==> src/rtl/stt_pkg.sv <==
`timescale 1ns/1ps
package stt_pkg;
   localparam int         NCH      = 2;
   localparam logic [2:0] SM_GATED = 3'b101;
   localparam logic [2:0] SM_TRIG  = 3'b110;
   localparam logic [4:0] SRC_CH1  = 5'b00101;
   localparam logic [4:0] SRC_CH2  = 5'b00110;
   localparam logic [1:0] RT_OWN   = 2'b01;
   localparam logic [1:0] RT_SWAP  = 2'b10;
endpackage

==> src/rtl/stt_in_cond.sv <==
`timescale 1ns/1ps
module stt_in_cond #(
   parameter int SYNC_STAGES = 2,
   parameter int FILT_W      = 4,
   parameter bit USE_FILTER  = 1'b1
) (
   input  logic              clk,
   input  logic              rst_n,
   input  logic              raw_i,
   input  logic [FILT_W-1:0] flen_i,
   output logic              clean_o
);
   logic [SYNC_STAGES-1:0] sync_q;
   logic                   synced;

   if (SYNC_STAGES < 2) begin : g_bad_sync
      $error("stt_in_cond: SYNC_STAGES must be at least 2");
   end
   if (FILT_W < 1) begin : g_bad_filt
      $error("stt_in_cond: FILT_W must be at least 1");
   end

   always_ff @(posedge clk or negedge rst_n) begin
      if (!rst_n) sync_q <= '0;
      else        sync_q <= {sync_q[SYNC_STAGES-2:0], raw_i};
   end
   assign synced = sync_q[SYNC_STAGES-1];

   generate
      if (USE_FILTER) begin : g_filt
         logic [FILT_W-1:0] run_q;
         logic [FILT_W:0]   run_inc;
         assign run_inc = {1'b0, run_q} + {{FILT_W{1'b0}}, 1'b1};

         always_ff @(posedge clk or negedge rst_n) begin
            if (!rst_n) begin
               clean_o <= 1'b0;
               run_q   <= '0;
            end else if (synced == clean_o) begin
               run_q   <= '0;
            end else if (run_inc >= {1'b0, flen_i}) begin
               clean_o <= synced;
               run_q   <= '0;
            end else begin
               run_q   <= run_inc[FILT_W-1:0];
            end
         end

         AST_FILT_HOLD: assert property (@(posedge clk) disable iff (!rst_n)
            (synced == clean_o) |=> $stable(clean_o));
      end else begin : g_bypass
         logic unused_flen;
         assign unused_flen = ^flen_i;
         always_ff @(posedge clk or negedge rst_n) begin
            if (!rst_n) clean_o <= 1'b0;
            else        clean_o <= synced;
         end
      end
   endgenerate
endmodule

==> src/rtl/stt_edge_sel.sv <==
`timescale 1ns/1ps
module stt_edge_sel
   import stt_pkg::*;
(
   input  logic           clk,
   input  logic           rst_n,
   input  logic [NCH-1:0] clean_i,
   input  logic [4:0]     src_i,
   input  logic [NCH-1:0] pol_p_i,
   input  logic [NCH-1:0] pol_np_i,
   output logic           edge_o,
   output logic           level_o
);
   logic [NCH-1:0] prev_q;
   logic [NCH-1:0] ch_edge;
   logic [NCH-1:0] ch_level;

   always_ff @(posedge clk or negedge rst_n) begin
      if (!rst_n) prev_q <= '0;
      else        prev_q <= clean_i;
   end

   for (genvar i = 0; i < NCH; i++) begin : g_ch
      logic rise, fall;
      assign rise        = clean_i[i] & ~prev_q[i];
      assign fall        = ~clean_i[i] & prev_q[i];
      assign ch_edge[i]  = (pol_p_i[i] & pol_np_i[i]) ? (rise | fall) :
                           pol_p_i[i]                 ? fall : rise;
      assign ch_level[i] = clean_i[i] ^ pol_p_i[i];
   end

   always_comb begin
      edge_o  = 1'b0;
      level_o = 1'b0;
      case (src_i)
         SRC_CH1: begin edge_o = ch_edge[0]; level_o = ch_level[0]; end
         SRC_CH2: begin edge_o = ch_edge[1]; level_o = ch_level[1]; end
         default: ;
      endcase
   end

   AST_NO_SRC_QUIET: assert property (@(posedge clk) disable iff (!rst_n)
      (src_i != SRC_CH1 && src_i != SRC_CH2) |-> (!edge_o && !level_o));
endmodule

==> src/rtl/stt_slave_ctl.sv <==
`timescale 1ns/1ps
module stt_slave_ctl
   import stt_pkg::*;
(
   input  logic       clk,
   input  logic       rst_n,
   input  logic [2:0] mode_i,
   input  logic       edge_i,
   input  logic       level_i,
   input  logic       clr_i,
   output logic       en_o,
   output logic       flag_o
);
   logic en_nxt;
   logic set_flag;

   always_comb begin
      case (mode_i)
         SM_TRIG:  en_nxt = en_o | edge_i;
         SM_GATED: en_nxt = level_i;
         default:  en_nxt = 1'b0;
      endcase
      set_flag = ((mode_i == SM_TRIG) && edge_i) ||
                 ((mode_i == SM_GATED) && (en_nxt != en_o));
   end

   always_ff @(posedge clk or negedge rst_n) begin
      if (!rst_n) begin
         en_o   <= 1'b0;
         flag_o <= 1'b0;
      end else begin
         en_o <= en_nxt;
         if (set_flag)   flag_o <= 1'b1;
         else if (clr_i) flag_o <= 1'b0;
      end
   end

   AST_TRIG_START: assert property (@(posedge clk) disable iff (!rst_n)
      (mode_i == SM_TRIG && edge_i) |=> (en_o && flag_o));
   AST_NO_RESTART: assert property (@(posedge clk) disable iff (!rst_n)
      (mode_i == SM_TRIG && en_o) |=> (en_o || mode_i != SM_TRIG));
   AST_FLAG_STICKY: assert property (@(posedge clk) disable iff (!rst_n)
      (flag_o && !clr_i) |=> flag_o);
   AST_GATE_FLAG: assert property (@(posedge clk) disable iff (!rst_n)
      (mode_i == SM_GATED && level_i != en_o) |=> flag_o);
   AST_OFF_STOPS: assert property (@(posedge clk) disable iff (!rst_n)
      (mode_i != SM_TRIG && mode_i != SM_GATED) |=> !en_o);
endmodule

==> src/rtl/stt_counter.sv <==
`timescale 1ns/1ps
module stt_counter #(
   parameter int CNT_W = 16
) (
   input  logic             clk,
   input  logic             rst_n,
   input  logic             en_i,
   input  logic [CNT_W-1:0] reload_i,
   output logic [CNT_W-1:0] count_o
);
   if (CNT_W < 2) begin : g_bad_w
      $error("stt_counter: CNT_W must be at least 2");
   end

   always_ff @(posedge clk or negedge rst_n) begin
      if (!rst_n)                     count_o <= '0;
      else if (en_i) begin
         if (count_o == reload_i)     count_o <= '0;
         else                         count_o <= count_o + 1'b1;
      end
   end

   AST_WRAP_ZERO: assert property (@(posedge clk) disable iff (!rst_n)
      (en_i && count_o == reload_i) |=> (count_o == '0));
   AST_HOLD_IDLE: assert property (@(posedge clk) disable iff (!rst_n)
      !en_i |=> $stable(count_o));
endmodule

==> src/rtl/stt_timer.sv <==
`timescale 1ns/1ps
module stt_timer
   import stt_pkg::*;
#(
   parameter int CNT_W       = 16,
   parameter int FILT_W      = 4,
   parameter int SYNC_STAGES = 2,
   parameter bit USE_FILTER  = 1'b1
) (
   input  logic             clk,
   input  logic             rst_n,
   input  logic [NCH-1:0]   ext_in,
   input  logic [2:0]       mode_sel,
   input  logic [4:0]       trig_src,
   input  logic [2*NCH-1:0] ch_route,
   input  logic [NCH-1:0]   pol_p,
   input  logic [NCH-1:0]   pol_np,
   input  logic [FILT_W-1:0] filt_len,
   input  logic [CNT_W-1:0] reload,
   input  logic             flag_clr,
   output logic [CNT_W-1:0] count,
   output logic             cnt_en,
   output logic             trig_flag
);
   logic [NCH-1:0] routed;
   logic [NCH-1:0] clean;
   logic           sel_edge;
   logic           sel_level;

   for (genvar i = 0; i < NCH; i++) begin : g_chan
      logic [1:0] rt;
      assign rt = ch_route[2*i +: 2];
      assign routed[i] = (rt == RT_OWN)  ? ext_in[i] :
                         (rt == RT_SWAP) ? ext_in[NCH-1-i] : 1'b0;

      stt_in_cond #(
         .SYNC_STAGES (SYNC_STAGES),
         .FILT_W      (FILT_W),
         .USE_FILTER  (USE_FILTER)
      ) u_cond (
         .clk     (clk),
         .rst_n   (rst_n),
         .raw_i   (routed[i]),
         .flen_i  (filt_len),
         .clean_o (clean[i])
      );
   end

   stt_edge_sel u_sel (
      .clk      (clk),
      .rst_n    (rst_n),
      .clean_i  (clean),
      .src_i    (trig_src),
      .pol_p_i  (pol_p),
      .pol_np_i (pol_np),
      .edge_o   (sel_edge),
      .level_o  (sel_level)
   );

   stt_slave_ctl u_ctl (
      .clk     (clk),
      .rst_n   (rst_n),
      .mode_i  (mode_sel),
      .edge_i  (sel_edge),
      .level_i (sel_level),
      .clr_i   (flag_clr),
      .en_o    (cnt_en),
      .flag_o  (trig_flag)
   );

   stt_counter #(.CNT_W(CNT_W)) u_cnt (
      .clk      (clk),
      .rst_n    (rst_n),
      .en_i     (cnt_en),
      .reload_i (reload),
      .count_o  (count)
   );
endmodule

==> config.mk <==
export PLATFORM = sky130hd
export DESIGN_NAME = stt_timer
export DESIGN_NICKNAME = d
export VERILOG_FILES = /design/src/rtl/stt_pkg.sv /design/src/rtl/stt_in_cond.sv /design/src/rtl/stt_edge_sel.sv /design/src/rtl/stt_slave_ctl.sv /design/src/rtl/stt_counter.sv /design/src/rtl/stt_timer.sv
export SDC_FILE = /design/constraint.sdc
export NUM_CORES = 1
export LEC_CHECK = 0
export ABC_AREA = 1
export BUFFER_PORTS_ARGS = -buffer_cell sky130_fd_sc_hd__buf_2
export CORE_MARGIN = 2
export CORE_UTILIZATION = 53
export DETAILED_ROUTE_END_ITERATION = 10
export PLACE_DENSITY = 0.8
export SLEW_MARGIN = 20
export SYNTH_ARGS = -nofsm -noshare
export SYNTH_HDL_FRONTEND = slang
export SYNTH_SLANG_ARGS = --single-unit
==> constraint.sdc <==
create_clock -name clk -period 1.88 [get_ports clk]
set_input_delay 0.188 -clock clk [delete_from_list [all_inputs] [get_ports clk]]
set_output_delay 0.188 -clock clk [all_outputs]
set_load 0.005 [all_outputs]
==> impl_metrics.json, run 1 <==
{
  "status": "finished, final reports clean",
  "drv_cap": 0,
  "clk_root_buffer_cell": "clkbuf_8",
  "die-area_mm2": 0.00496,
  "antenna_found_initial": 0,
  "drc": 0,
  "dp_cells": 405,
  "finalWirelength_um": 5230,
  "ys_types": 30,
  "die_w_um": 70.4,
  "yosysMostFrequentCell": "nand2_1",
  "area_growth_pct": 22.0,
  "setup_violations": 0,
  "finalNetCount": 418,
  "yosys.area.top_type": "dfrtp_1",
  "syn_area_mm2": 0.00234,
  "wl_met2_um": 2610,
  "cp-start-kind": "flip-flop",
  "grt_first_pass_wirelength_um": 8780,
  "min_period_ps": 1830,
  "final-instance-count-excl-fill": 415,
  "wl_per_cell_um": 12.6,
  "grt_overflow": 0,
  "worstSetupPathType": "flip-flop to flip-flop",
  "portBuffers": 58,
  "ys_ff_latch": 34,
  "hpwl_um": 3900,
  "grt_pass1_vias": 2045,
  "die_y_um": 70.4,
  "peakVddDrop_v": 0.000410,
  "fill_cells": 369,
  "synth_top_area_share_pct": 36.4,
  "synth_seq_area_share_pct": 36.4,
  "finalClockSkew_ps": 6.49,
  "rsz0062_at_grt": "true",
  "first_pass_iters": 4,
  "met3_length_um": 219,
  "core-area_mm2": 0.00429,
  "top_layer_used": "met4",
  "syn_nets": 348,
  "yosys_warnings": 0,
  "synth-edff-count": 0,
  "clkTransAtPathRegs_ps": 70,
  "postRouteAntennaNets": 0,
  "drtIter0Drc": 98,
  "synth_common_cells": "50 x nand2_1, 47 x inv_1, 34 x dfrtp_1, 28 x nor2_1, 20 x nand3_1",
  "yosys-top-cells-area": "dfrtp_1 36%, ha_1 8.0%, nand2_1 8.0%",
  "dp_slack_ps": -31.2,
  "drv_slew": 0,
  "worst_slack_ps": 51.5,
  "clk_latency_ps": 290,
  "fmax_mhz": 547,
  "htree_levels": 2,
  "wl_met1_um": 2270,
  "min_path_type": "primary input to flip-flop",
  "clock-sinks": 34,
  "viasPerCell": 5.12,
  "diodes": 0,
  "stdcell_area_mm2": 0.00285,
  "power.leakage_nw": 1.57,
  "vias": 2125,
  "netlist_instances": 292,
  "place_area_mm2": 0.00271,
  "arrival_ps": 2030,
  "cts.path.max_buffers": 2,
  "syn_area_per_cell_um2": 8.01,
  "ios": 59,
  "grt_max_degree": 35,
  "worstPathMaxFanout": 6,
  "powerDensity_mw_per_mm2": 812,
  "setup_tns_ps": 0,
  "finalCritPeriodShare_pct": 97.3,
  "cts_buffers": 5,
  "relSlewSlack_pct": 49.3,
  "hold_viol": 0,
  "gp_congestion": 0.854,
  "drive_gt1_share_pct": 32.0,
  "fin_util_pct": 66.5,
  "ys.flop_type": "dfrtp_1",
  "tightest_slew_ps": 761,
  "rows": 24,
  "cts_tree": "done",
  "ys_async_sr_fraction_pct": 100,
  "cp-end-kind": "flip-flop",
  "track_usage_pct": 22.1,
  "cp_data_required_time_ps": 2080,
  "start_util_pct": 54.5
}
## per-layer routing
metal  up-vias  track usage, %
met5         -               0
met4         0            8.76
met3        15            4.33
met2        60            38.5
met1       981            26.6
li1       1069               -
## final timing paths
check | start | to | slack (ps) | depth (start not counted)
setup / recovery | g_chan[1].u_cond.g_filt.run_q[0]$_DFF_PN0_ | g_chan[1].u_cond.g_filt.run_q[1]$_DFF_PN0_ | 50 | 7
min in group asynchronous | rst_n | g_chan[0].u_cond.clean_o$_DFFE_PN0P_ | 530 | 2
hold / removal | ch_route[1] | g_chan[0].u_cond.sync_q[0]$_DFF_PN0_ | 100 | 2
max in group asynchronous | rst_n | u_cnt.count_o[11]$_DFFE_PN0P_ | 870 | 2
setup reg to reg | g_chan[1].u_cond.g_filt.run_q[0]$_DFF_PN0_ | g_chan[1].u_cond.g_filt.run_q[1]$_DFF_PN0_ | 50 | 7
hold reg to reg | g_chan[0].u_cond.sync_q[0]$_DFF_PN0_ | g_chan[0].u_cond.sync_q[1]$_DFF_PN0_ | 360 | 0
## through the flow
stage / total power [mW] / hold WS (ps)
after global placement: 1.64 / 296
final: 2.32 / 95.9
after global routing: 2.49 / 90.9
after detailed placement: 1.70 / 307
after floorplan: 1.44 / -108
after CTS: 2.27 / 90.1
## kinds of logic (layout without fill, tap and decap cells)
| logic type | Yosys count | after routing | synth area share, % |
|---|---|---|---|
| buf+inv | 59 | 130 | 10.2 |
| fa+ha+maj | 15 | 15 | 8.02 |
| compound gates | 25 | 25 | 6.90 |
| flops | 34 | 34 | 36.4 |
| simple gates | 137 | 137 | 30.3 |
| xor+xnor | 22 | 22 | 8.24 |
## state kept, by name, summed over array words and instances, names as in the netlist
register / cells
u_cnt.count_o: 16
g_chan.u_cond.g_filt.run_q: 8
g_chan.u_cond.sync_q: 4
g_chan.u_cond.clean_o: 2
u_sel.prev_q: 2
u_ctl.en_o: 1
u_ctl.flag_o: 1
## power breakdown
part	switching, mW	internal (mW)
sequential	0.140	0.850
clock	0.268	0.296
combinational	0.404	0.361
total	0.812	1.51
## area by class of cell
| class | count | area, um2 | area share [%] |
|---|---|---|---|
| Clock buffer | 7 | 86.3 | 3.02 |
| Clock inverter | 1 | 5.00 | 0.175 |
| Inverter | 56 | 210 | 7.37 |
| Multi-Input combinational cell | 199 | 1280 | 45.0 |
| Sequential cell | 34 | 851 | 29.8 |
| Tap cell | 52 | 65.1 | 2.28 |
| Timing Repair Buffer | 66 | 353 | 12.4 |
## placed cells by master (no fill, tap or decap)
master	n
xor2_1	9
o31ai_1	1
nor3_1	6
a21oi_1	2
xnor2_1	13
o21ai_0	9
clkbuf_1	1
nor3_2	3
inv_2	9
nand2_1	48
nand4_1	6
a22oi_1	1
ha_1	15
nor3b_2	4
nand3_1	20
inv_1	47
buf_4	7
nand3_2	10
nor2_1	28
o21ai_2	3
nor2_2	4
clkbuf_8	6
nor2_4	2
nand2_2	2
clkinv_2	1
a21o_1	1
o21a_1	2
a21boi_1	2
dfrtp_1	34
buf_2	58
or2_1	1
a31o_2	4
dlygate4sd3_1	1
nand3b_2	2
nand4_2	1
## worst max-delay path, stage by stage (launching register included)
cell and delay, ps:
dfrtp_1 390, ha_1 320, ha_1 270, a21boi_1 130
o21a_1 190, o21ai_2 140, nand2_2 120, nor3b_2 200
## timing repair
item                                   CTS  global route
setup endpoints to repair                2            10
pin swaps                                2             4
gates resized for setup                  3             9
cloned                                   0             0
endpoints found under the hold margin    9             0
hold buffers                             1             0
buffers inserted                         0             1
No activity file was read; power rests on OpenSTA's default activity.
==> inputs of run 2 (changes only) <==
RECOVER_POWER = 100   (was default)
==> impl_metrics.json, run 2 (synthesis gave the netlist of run 1 again) <==
{
  "final-instance-count-excl-fill": 415,
  "worstPathMaxFanout": 6,
  "core-area_mm2": 0.00429,
  "grt_pass1_vias": 2045,
  "cts_tree": "done",
  "min_period_ps": 1830,
  "die_w_um": 70.4,
  "wl_per_cell_um": 12.6,
  "met3_usage_pct": 4.33,
  "cp-end-kind": "flip-flop",
  "clkTransAtPathRegs_ps": 70,
  "r2r_setup_slack_ps": 50,
  "clock-sinks": 34,
  "grt_overflow": 0,
  "hold-worst-slack_ps": 95.7,
  "setup_tns_ps": 0,
  "finalWirelength_um": 5240,
  "diodes": 0,
  "combPwrFrac_pct": 32.8,
  "drtIter0Drc": 109,
  "drv_cap": 0,
  "htree_levels": 2,
  "rows": 24,
  "hold_viol": 0,
  "min_path_type": "primary input to flip-flop",
  "tightest_slew_ps": 847,
  "drc": 0,
  "arrival_ps": 2030,
  "die_y_um": 70.4,
  "drive_gt1_share_pct": 27.3,
  "cp_data_required_time_ps": 2090,
  "total_power_mw": 2.31,
  "clk_root_buffer_cell": "clkbuf_8",
  "rsz0062_at_grt": "true",
  "relSlewSlack_pct": 43.6,
  "antenna_found_initial": 0,
  "dp_slack_ps": -31.2,
  "worstSetupPathType": "flip-flop to flip-flop",
  "clk_latency_ps": 290,
  "finalCritPeriodShare_pct": 97.2,
  "ios": 59,
  "power.internal_mw": 1.50,
  "seqPwrFrac_pct": 42.8,
  "cts.path.max_buffers": 2,
  "drv_slew": 0,
  "p_sw_share_pct": 35.1,
  "area_growth_pct": 19.8,
  "cp-start-kind": "flip-flop",
  "track_usage_pct": 22.1,
  "power.leakage_nw": 1.53,
  "grt_first_pass_wirelength_um": 8780,
  "finalNetCount": 418,
  "power.share.clock_pct": 24.4,
  "place_area_mm2": 0.00271,
  "viasPerCell": 5.11,
  "grt_max_degree": 35,
  "first_pass_iters": 4,
  "hpwl_um": 3900,
  "regMostFlops": "u_cnt.count_o",
  "use_met2_pct": 38.5,
  "powerDensity_mw_per_mm2": 825,
  "status": "finished, final reports clean",
  "fmax_mhz": 547,
  "switchingPower_mw": 0.812,
  "cts_buffers": 5,
  "finalClockSkew_ps": 6.43,
  "gp_congestion": 0.854,
  "worst_slack_ps": 51.8,
  "stdcell_area_mm2": 0.00280,
  "postRouteAntennaNets": 0,
  "met1_usage_pct": 26.6,
  "die-area_mm2": 0.00496,
  "setup_violations": 0,
  "peakVddDrop_v": 0.000410,
  "portBuffers": 58,
  "grt_busiest_layer": "met2",
  "vias": 2122,
  "mostFrequentLayoutCell": "buf_2",
  "final_cell_mix": "51 x buf_2, 48 x inv_1, 48 x nand2_1",
  "start_util_pct": 54.5,
  "largest_reg_flops": 16,
  "fin_util_pct": 65.3,
  "reg_top3": "u_cnt.count_o x16, g_chan.u_cond.g_filt.run_q x8, g_chan.u_cond.sync_q x4",
  "dp_cells": 405
}
-- run 2: layer usage --
| metal | vias to the layer above | part of all wire, % |
|---|---|---|
| li1 | 1069 | - |
| met1 | 980 | 43 |
| met2 | 58 | 49 |
| met3 | 15 | 4.4 |
| met4 | 0 | 2.7 |
| met5 | - | 0 |
-- run 2: worst paths after layout --
path / start / endpoint / depth (start not counted)
worst min register to register: g_chan[0].u_cond.sync_q[0]$_DFF_PN0_ / g_chan[0].u_cond.sync_q[1]$_DFF_PN0_ / 0
worst min-delay path: ch_route[1] / g_chan[0].u_cond.sync_q[0]$_DFF_PN0_ / 2
max in group asynchronous: rst_n / u_cnt.count_o[11]$_DFFE_PN0P_ / 2
min in group asynchronous: rst_n / g_chan[0].u_cond.clean_o$_DFFE_PN0P_ / 2
worst max-delay path: g_chan[1].u_cond.g_filt.run_q[0]$_DFF_PN0_ / g_chan[1].u_cond.g_filt.run_q[1]$_DFF_PN0_ / 7
worst max register to register: g_chan[1].u_cond.g_filt.run_q[0]$_DFF_PN0_ / g_chan[1].u_cond.g_filt.run_q[1]$_DFF_PN0_ / 7
-- run 2: power groups by stage --
| stage | registers [mW] | clock network, mW | logic (mW) |
|---|---|---|---|
| after detailed placement | 1.00 | 0 | 0.696 |
| after CTS | 0.988 | 0.574 | 0.712 |
| after floorplan | 0.979 | 0 | 0.463 |
| final | 0.990 | 0.564 | 0.758 |
| after global routing | 1.01 | 0.601 | 0.870 |
| after global placement | 0.994 | 0 | 0.648 |
-- run 2: timing repair --
action | CTS | global route
buffers inserted | 0 | 1
resized for setup | 3 | 9
endpoints found under the setup margin | 2 | 10
endpoints found under the hold margin | 9 | 0
hold buffers | 1 | 0
pin swaps | 2 | 4
-- run 2: critical path, stage by stage, from the launching register on --
cell,delay [ps]
dfrtp_1,390
ha_1,320
ha_1,270
a21boi_1,130
o21a_1,190
o21ai_2,140
nand2_2,120
nor3b_2,200
-- run 2: layout make-up --
class	count	area (um2)
Clock buffer	7	86.3
Inverter	56	210
Timing Repair Buffer	66	327
Sequential cell	34	851
Clock inverter	1	5.00
Tap cell	52	65.1
Fill cell	382	1490
Multi-Input combinational cell	199	1260
